==> config.mk <==
export PLATFORM = sky130hd
export DESIGN_NAME = pulse_spreader
export DESIGN_NICKNAME = d
export VERILOG_FILES = /design/src/rtl/pulse_spreader_pkg.sv /design/src/rtl/ps_queue.sv /design/src/rtl/ps_pacer.sv /design/src/rtl/ps_lane.sv /design/src/rtl/pulse_spreader.sv
export SDC_FILE = /design/constraint.sdc
export NUM_CORES = 1
export LEC_CHECK = 0
export CAP_MARGIN = 0
export CORE_ASPECT_RATIO = 0.75
export CORE_MARGIN = 2
export CORE_UTILIZATION = 40
export CTS_BUF_LIST = sky130_fd_sc_hd__clkbuf_8
export DETAILED_ROUTE_END_ITERATION = 10
export SLEW_MARGIN = 20
export SYNTH_ARGS = -nofsm -noshare
export SYNTH_HDL_FRONTEND = slang
export SYNTH_SLANG_ARGS = --single-unit
==> constraint.sdc <==
create_clock -name clk -period 22.2 [get_ports clk]
set_input_delay 3.33 -clock clk [delete_from_list [all_inputs] [get_ports clk]]
set_output_delay 3.33 -clock clk [all_outputs]
set_load 0.005 [all_outputs]
==> src/rtl/pulse_spreader_pkg.sv <==
package pulse_spreader_pkg;
  // One update: W and V levels, 1 = active.
  typedef struct packed {
    logic w;
    logic v;
  } pls_pair_t;
endpackage

==> src/rtl/ps_queue.sv <==
module ps_queue
  import pulse_spreader_pkg::*;
#(
  parameter int DEPTH = 8,
  parameter int CW    = $clog2(DEPTH + 1)
) (
  input  logic            clk,
  input  logic            rst_n,
  input  logic            clr,
  input  logic            push,
  input  logic            pop,
  input  pls_pair_t       din,
  output pls_pair_t       dout,
  output logic            full,
  output logic            empty,
  output logic [CW-1:0]   count
);
  localparam int AW = (DEPTH > 1) ? $clog2(DEPTH) : 1;

  pls_pair_t      mem [DEPTH];
  logic [AW-1:0]  rd_ptr, wr_ptr, wr_addr;
  logic           push_ok, pop_ok;

  assign full    = (count == CW'(DEPTH));
  assign empty   = (count == '0);
  assign push_ok = push && (clr || !full);
  assign pop_ok  = pop && !empty && !clr;
  assign wr_addr = clr ? '0 : wr_ptr;
  assign dout    = mem[rd_ptr];

  function automatic logic [AW-1:0] step(input logic [AW-1:0] p);
    return (p == AW'(DEPTH - 1)) ? '0 : p + 1'b1;
  endfunction

  always_ff @(posedge clk) begin
    if (push_ok) mem[wr_addr] <= din;
  end

  always_ff @(posedge clk) begin
    if (!rst_n) begin
      rd_ptr <= '0;
      wr_ptr <= '0;
      count  <= '0;
    end else if (clr) begin
      rd_ptr <= '0;
      wr_ptr <= push_ok ? AW'(1) : '0;
      count  <= push_ok ? CW'(1) : '0;
    end else begin
      if (push_ok) wr_ptr <= step(wr_ptr);
      if (pop_ok)  rd_ptr <= step(rd_ptr);
      case ({push_ok, pop_ok})
        2'b10:   count <= count + 1'b1;
        2'b01:   count <= count - 1'b1;
        default: count <= count;
      endcase
    end
  end
endmodule

==> src/rtl/ps_pacer.sv <==
module ps_pacer #(
  parameter int IV_W     = 8,
  parameter int PRESCALE = 4,
  parameter int TW       = IV_W + $clog2(PRESCALE)
) (
  input  logic            clk,
  input  logic            rst_n,
  input  logic            frame_start,
  input  logic [IV_W-1:0] interval,
  output logic            tick
);
  localparam int SH = $clog2(PRESCALE);

  logic [TW-1:0] period;
  logic [TW-1:0] cnt;
  logic          run;
  logic          paced;

  assign paced  = (interval != '0);
  assign period = TW'(interval) << SH;
  assign tick   = run && paced && !frame_start && (cnt == '0);

  always_ff @(posedge clk) begin
    if (!rst_n) begin
      cnt <= '0;
      run <= 1'b0;
    end else if (frame_start) begin
      run <= paced;
      cnt <= period - 1'b1;
    end else if (run) begin
      if (!paced)          run <= 1'b0;
      else if (cnt == '0)  cnt <= period - 1'b1;
      else                 cnt <= cnt - 1'b1;
    end
  end
endmodule

==> src/rtl/ps_lane.sv <==
module ps_lane #(
  parameter int LW = 19
) (
  input  logic          clk,
  input  logic          rst_n,
  input  logic          load,
  input  logic          val,
  input  logic          lim_en,
  input  logic [LW-1:0] lim,
  output logic          lvl
);
  logic [LW-1:0] cnt;
  logic          force_off;
  logic          lvl_nxt;
  logic          entering;

  assign force_off = lvl && lim_en && (cnt >= lim - 1'b1);
  assign lvl_nxt   = force_off ? 1'b0 : (load ? val : lvl);
  assign entering  = lvl_nxt && !lvl;

  always_ff @(posedge clk) begin
    if (!rst_n) begin
      lvl <= 1'b0;
      cnt <= '0;
    end else begin
      lvl <= lvl_nxt;
      if (!lvl_nxt || entering)  cnt <= '0;
      else if (cnt != '1)        cnt <= cnt + 1'b1;
    end
  end
endmodule

==> src/rtl/pulse_spreader.sv <==
module pulse_spreader
  import pulse_spreader_pkg::*;
#(
  parameter int IV_W     = 8,
  parameter int MW_W     = 8,
  parameter int DEPTH    = 8,
  parameter int PRESCALE = 4
) (
  input  logic            clk,
  input  logic            rst_n,
  input  logic            frame_start,
  input  logic            wr_valid,
  output logic            wr_ready,
  input  logic            wr_w,
  input  logic            wr_v,
  input  logic [IV_W-1:0] interval,
  input  logic [MW_W-1:0] maxwidth,
  input  logic            invert,
  output logic            w_pulse,
  output logic            v_pulse
);
  localparam int SH = $clog2(PRESCALE);
  localparam int TW = IV_W + SH;
  localparam int LW = MW_W + 1 + TW;
  localparam int CW = $clog2(DEPTH + 1);

  logic            bypass;
  logic            tick;
  logic            q_full, q_empty, q_pop;
  logic [CW-1:0]   q_count;
  pls_pair_t       q_out, wr_pair, ld_pair;
  logic            ld;
  logic [TW-1:0]   period;
  logic [LW-1:0]   limit;
  logic            lim_en;
  logic [1:0]      lvl;
  logic            w_lvl;

  assign bypass   = (interval == '0);
  assign wr_pair  = '{w: wr_w, v: wr_v};
  assign wr_ready = bypass || frame_start || !q_full;
  assign q_pop    = tick && !q_empty;
  assign period   = TW'(interval) << SH;
  assign limit    = LW'({maxwidth, 1'b1}) * LW'(period);
  assign lim_en   = !bypass && (maxwidth != '1);
  assign ld       = bypass ? wr_valid : q_pop;
  assign ld_pair  = bypass ? wr_pair : q_out;

  ps_pacer #(.IV_W(IV_W), .PRESCALE(PRESCALE), .TW(TW)) u_pacer (
    .clk        (clk),
    .rst_n      (rst_n),
    .frame_start(frame_start),
    .interval   (interval),
    .tick       (tick)
  );

  ps_queue #(.DEPTH(DEPTH), .CW(CW)) u_queue (
    .clk  (clk),
    .rst_n(rst_n),
    .clr  (frame_start),
    .push (wr_valid && !bypass),
    .pop  (q_pop),
    .din  (wr_pair),
    .dout (q_out),
    .full (q_full),
    .empty(q_empty),
    .count(q_count)
  );

  // lvl[1] = W lane, lvl[0] = V lane
  for (genvar g = 0; g < 2; g++) begin : g_lane
    ps_lane #(.LW(LW)) u_lane (
      .clk   (clk),
      .rst_n (rst_n),
      .load  (ld),
      .val   (g == 1 ? ld_pair.w : ld_pair.v),
      .lim_en(lim_en),
      .lim   (limit),
      .lvl   (lvl[g])
    );
  end

  assign w_lvl   = lvl[1];
  assign w_pulse = invert ? lvl[1] : !lvl[1];
  assign v_pulse = invert ? lvl[0] : !lvl[0];
endmodule

==> Word-level counts from Yosys, hierarchy flattened <==
Memory sizes are Yosys's and may differ from the RTL's. A register that Yosys moved wholly into a read port is not among the register bits.
Cells that the tools add are included.
{ "op_classes": {"add_sub_neg": 9, "multipliers": 1, "div_mod_pow": 0, "magnitude_cmp": 2, "n_eq_ne": 8, "shift": 0, "n_mux": 28, "bitwise": 1, "n_reduce_logical": 40} }
{ "ops": {"columns": ["operator", "count"], "rows": [
  ["10-bit 2-to-1 mux", 4],
  ["19-bit by 1-bit adder with 19-bit output, second input constant", 2],
  ["19-bit greater-or-equal comparator", 2],
  ["19-bit != test, second input constant", 2],
  ["3-bit 2-to-1 mux", 7],
  ["10-bit by 1-bit subtractor with 10-bit output, second input constant", 2],
  ["19-bit by 1-bit subtractor with 19-bit output, second input constant", 1],
  ["9-bit by 8-bit multiplier with 17-bit output", 1],
  ["1-bit logical AND", 15],
  ["1-bit 2-to-1 mux", 14],
  ["10-bit zero test", 1],
  ["1-bit zero test", 8],
  ["8-bit zero test", 1],
  ["8-bit != test, second input constant", 1],
  ["4-bit case mux with 2 select lines", 1],
  ["8-bit nonzero test", 1],
  ["3-bit by 1-bit adder with 3-bit output, second input constant", 2],
  ["3-bit equality test, second input constant", 2],
  ["2-bit nonzero test", 3],
  ["2-bit OR reduction", 3],
  ["1-bit logical OR", 5],
  ["4-bit by 1-bit adder with 4-bit output, second input constant", 1],
  ["4-bit equality test, second input constant", 1],
  ["4-bit zero test", 1],
  ["8 further kinds", 8]
]} }
{ "totals": {"regBits": 61, "latch_bits": 0, "ramBits": 16, "romBits": 0, "inputBits": 23, "mem_count": 1} }
{ "memory_table": {"columns": ["name", "words", "word_bits", "read_ports", "rd_ports_with_merged_regs", "write_ports", "line", "text"], "rows": [
  ["u_queue.mem", 8, 2, 1, 1, 1, "ps_queue.sv:20", "pls_pair_t mem [DEPTH];"]
]} }

==> Logic depth before layout (Yosys ltp) <==
{ "depth": {"depth_word": 11, "ltp_mapped": 29, "depth_no_buf": 27} }

==> Cells and area by module <==
A second synthesis with hierarchy kept.
{ "unflattened": {"hier_cells": 881, "area_unflattened_um2": 7951.4} }
{ "modules_own_cells": {"columns": ["mod", "instances", "cells_each", "area_per_inst_um2"], "rows": [
  ["pulse_spreader", 1, 271, 2394.8],
  ["ps_lane (g_lane[1].u_lane)", 1, 200, 1669.1],
  ["ps_lane (g_lane[0].u_lane)", 1, 194, 1640.3],
  ["ps_queue", 1, 107, 1383.8],
  ["ps_pacer", 1, 109, 863.3]
]} }

==> Worst setup path after synthesis <==
No wires, ideal clock.
{ "synth_timing": {"path_kind": "input-to-reg", "startpoint": "input interval[6]", "endpoint": "register g_lane[1].u_lane.cnt[0]", "setup_ns": 0.079, "arrival_time_ns": 9.559, "required_time_ns": 22.121, "setup_slack_ns": 12.561, "stages": 29, "path_cell_list": "clkbuf_1 -> and2_1 -> fa_1 -> inv_1 -> fa_1 -> inv_1 -> fa_1 -> inv_1 -> fa_1 -> inv_1 -> ha_1 -> buf_6 -> and3_4 -> a211oi_4 -> xnor2_1 -> or3_1 -> nor2b_1 -> xor2_1 -> ha_1 -> nand4_1 -> nor2_1 -> o31ai_1 -> o2111ai_1 -> a31oi_1 -> o31ai_1 -> maj3_2 -> maj3_2 -> buf_6 -> a211oi_2"} }
{ "synth_between": {"elab_chain_cells": 11} }
{ "synth_lines": {"columns": ["item", "line", "text"], "rows": [
  ["start, declared", "pulse_spreader.sv:16", "input logic [IV_W-1:0] interval,"],
  ["parallel branches: the longest is 7 deep, another holds 19-bit by 1-bit subtractor with 19-bit output", null, null],
  ["1-bit 2-to-1 mux (*)", "ps_lane.sv:18", "assign lvl_nxt = force_off ? 1'b0 : (load ? val : lvl);"],
  ["1-bit zero test / 1-bit logical AND (equally long branches)", "ps_lane.sv:27, ps_lane.sv:19", null],
  ["1-bit logical OR (*)", "ps_lane.sv:27", "if (!lvl_nxt || entering) cnt <= '0;"],
  ["2-bit OR reduction (no line) (*)", null, null],
  ["end signal, assigned", "ps_lane.sv:28", "else if (cnt != '1) cnt <= cnt + 1'b1;"],
  ["end, declared", "ps_lane.sv:12", "logic [LW-1:0] cnt;"]
]} }
Every way passes the cells marked *.
A chain may end at the register's enable or synchronous reset.

==> Final worst setup path <==
{ "layout_timing": {"startpoint": "input interval[6]", "endpoint": "register g_lane[1].u_lane.cnt[1]"} }
Same word-level chain as after synthesis.

==> metrics.md <==
| Metric | Value |
|---|---|
| Maximum buffer depth of the clock tree | `2` |
| Pwr Density | `86.2 mW/mm2` |
| Post-Route WL | `17.5 mm` |
| Status | `finished clean` |
| Setup TNS | `0 ns` |
| Die span in y | `124 um` |
| Cell Int Power | `381 uW` |
| Worst relative slew slack | `47.6%` |
| Area share of the largest cell type after synthesis | `16.7%` |
| Data required time at the worst endpoint | `22.49 ns` |
| Commonest register cell after synthesis | `sky130_fd_sc_hd__dfxtp_1` |
| Mean post-synth cell area | `8.78 um2` |
| EDFF count, synth | `16` |
| Initial core utilization | `41.1%` |
| Routed vias/inst | `5.43` |
| Standard-cell rows | `43` |
| RePlAce Congestion | `0.795` |
| Wire length per cell after detailed routing | `15.5 um` |
| Clock share of power | `15.8%` |
| Hold/Removal Path Class | `reg -> reg` |
| Maximum number of pins on one net before global-route repair | `41` |
| CP max-delay cell | `sky130_fd_sc_hd__clkdlybuf4s50_1` |
| Number of iterations in the first detailed-routing pass | `5` |
| Setup violation total in the final timing report | `0` |
| Port Buffers | `25` |
| Global-route wire length before repair | `29.4 mm` |
| Net switching fraction of the power | `46.6%` |
| RSZ-0062 raised after global routing | `false` |
| Final hold vios | `0` |
| Register clock-pin slew on the reported worst setup and hold paths | `0.09 ns` |
| Max stage delay on crit path | `0.62 ns` |
| Arrival time at the worst endpoint | `10.52 ns` |
| Clock tree from TritonCTS | `built` |
| Post-CTS Setup Bufs | `0` |
| Yosys Warn Count | `0` |
| Area grow syn2layout | `7.89%` |
| Total of hold buffers inserted after clock tree synthesis | `0` |
| Tmin final | `10.22 ns` |
| Top cells by count, synth | `sky130_fd_sc_hd__nand2_1, sky130_fd_sc_hd__inv_1, sky130_fd_sc_hd__ha_1` |
| Worst clock skew on the final layout | `0.0168 ns` |
| Antenna cell count | `0` |
| Summed area of non-filler cells in the final layout | `0.00828 mm2` |
| Sequential share of power | `21.5%` |
| Insertion delay to the later sink of the worst-skew pair | `0.38 ns` |
| Combinational group share of total power | `62.7%` |
| Measured slew at the worst slew-check pin | `0.785 ns` |
| Total number of nets in the final design | `1018` |
| Antenna violations before repair | `0` |
| DRC violation total after the first TritonRoute iteration | `328` |
| Static leakage power | `0.00342 uW` |
| Full die area | `0.0203 mm2` |
| Highest net fanout along the worst path | `20` |
| Synth Net Count | `1015` |
| PostCTS Resize Cnt | `0` |
| Total count of max-transition violations in the final report | `0` |
| Total clock sinks | `80` |
| Net switching power of the design | `333 uW` |
| DP HPWL | `13.4 mm` |
| Worst Setup End Kind | `flop` |
| Remaining antenna violation count | `0` |
| Top cells by area in the synthesized netlist | `sky130_fd_sc_hd__dfxtp_1, sky130_fd_sc_hd__ha_1, sky130_fd_sc_hd__fa_1` |
| Smallest hold slack | `0.487 ns` |
| Core Area | `0.0187 mm2` |
| Boundary Pins | `26` |
| Type of element launching the critical path | `input port` |
| Placed Instance Area | `0.00809 mm2` |
| H-tree depth | `3` |
| Netlist Area Pre-Place | `0.00768 mm2` |
| Max cap viols | `0` |
| GRT Overall Usage | `18.3%` |
| Startpoint-to-endpoint class of the critical path | `in -> reg` |
| Number of buffers inserted during clock tree synthesis | `9` |
| Final cell utilization of the core | `44.4%` |
| Width of the die | `164 um` |
| Post-synthesis async set-or-reset flop share | `0%` |
| Worst VDD drop | `0.0000480 V` |
| Share of post-route cells with drive strength above 1 | `6.80%` |
| Most numerous cell in the Yosys netlist | `sky130_fd_sc_hd__nand2_1` |
| Fraction of the cycle the final worst path needs | `46.1%` |
| Residual DRC | `0` |
| Number of global-route vias before repair | `5735` |
| Vias after detailed routing | `6131` |
| Upper clock frequency limit | `97.8 MHz` |
| Cell taking the most area after synthesis | `sky130_fd_sc_hd__dfxtp_1` |
| Cell count after synthesis | `874` |
| Total congestion overflow after global routing | `0` |
| Flop and latch count out of synthesis | `80` |
| Sequential share of the synthesized area | `22.9%` |
| Count of cell types in the netlist | `67` |
| Clock Tree Root | `sky130_fd_sc_hd__clkbuf_8` |
-- worst max-delay path, delay by kind of cell --
kind	cells	cell delay, ns
buffers and inverters	5	0.81
AOI/OAI and AO/OA	6	1.06
xor gates and xnor gates	2	0.38
adders and majority gates	8	3.61
and+or+nand+nor	6	1.32
-- power groups by stage --
stage	clock network (uW)	registers, uW	logic (uW)
floorplan	0	156	359
global placement	0	156	442
detailed placement	0	156	442
CTS	116	153	447
global route	122	154	510
finish	113	153	447
-- area by class of cell --
| type | instances | area (um2) |
|---|---|---|
| inverters | 77 | 289 |
| fillers | 1801 | 10400 |
| clock buffers | 9 | 124 |
| well taps | 247 | 309 |
| flip-flops and latches | 80 | 1760 |
| repair buffers | 26 | 258 |
| multi-input cells | 683 | 5470 |
| clock inverters | 7 | 72.6 |
-- metal layers --
layer  vias to the layer above  track usage (%)  part of all wire (%)
li1                       3082                -                     -
met1                      2950             28.1                    55
met2                        88             26.8                    41
met3                        11             3.13                   2.9
met4                         0             3.45                  0.74
met5                         -                0                     0
-- cell usage in the layout, fill, tap and decap left out, drive strengths merged, types with 34 or more instances in the layout --
cell type,netlist,final
fa,43,43
dfxtp,64,64
ha,75,75
xnor2,34,34
nand2,84,84
and2,61,61
nor2,49,49
a21oi,64,64
inv,77,77
-- through the flow --
stage          total power, uW  instances  setup WS [ns]
2_1_floorplan              514        874          12.56
3_3_place_gp               599       1113          11.69
3_5_place_dp               598       1113          11.54
4_1_cts                    716       1129          11.95
5_1_grt                    785       1129          11.42
6_report                   714       1129          11.98
-- final timing paths --
check                                     from                 endpoint  slack, ns  cells after the start
worst max-delay path               interval[6]  g_lane[1].u_lane.cnt[1]      11.98                     27
worst min-delay path            u_pacer.cnt[6]           u_pacer.cnt[6]       0.49                      2
worst max register to register  u_pacer.cnt[0]         u_queue.count[3]      18.12                     16
worst min register to register  u_pacer.cnt[6]           u_pacer.cnt[6]       0.49                      2
-- sequential cells by signal, summed over array words and instances (netlist names), named ones only --
signal,cells
g_lane.u_lane.cnt,38
u_pacer.run,1
u_queue.mem,16
g_lane.u_lane.lvl,2
u_queue.count,4
u_queue.rd_ptr,3
u_queue.wr_ptr,3
u_pacer.cnt,10
-- logic make-up (layout without fill, tap and decap cells) --
| group | count (synthesis) | after routing | synth area share [%] |
|---|---|---|---|
| and+or+nand+nor | 312 | 312 | 21.3 |
| DFF | 80 | 80 | 22.9 |
| buffers and inverters | 111 | 119 | 5.92 |
| AOI/OAI and AO/OA | 176 | 176 | 16.3 |
| muxes | 15 | 15 | 2.66 |
| xor gates and xnor gates | 58 | 58 | 6.86 |
| adders and majority gates | 122 | 122 | 24.0 |
(Power assumes the default switching activity.)
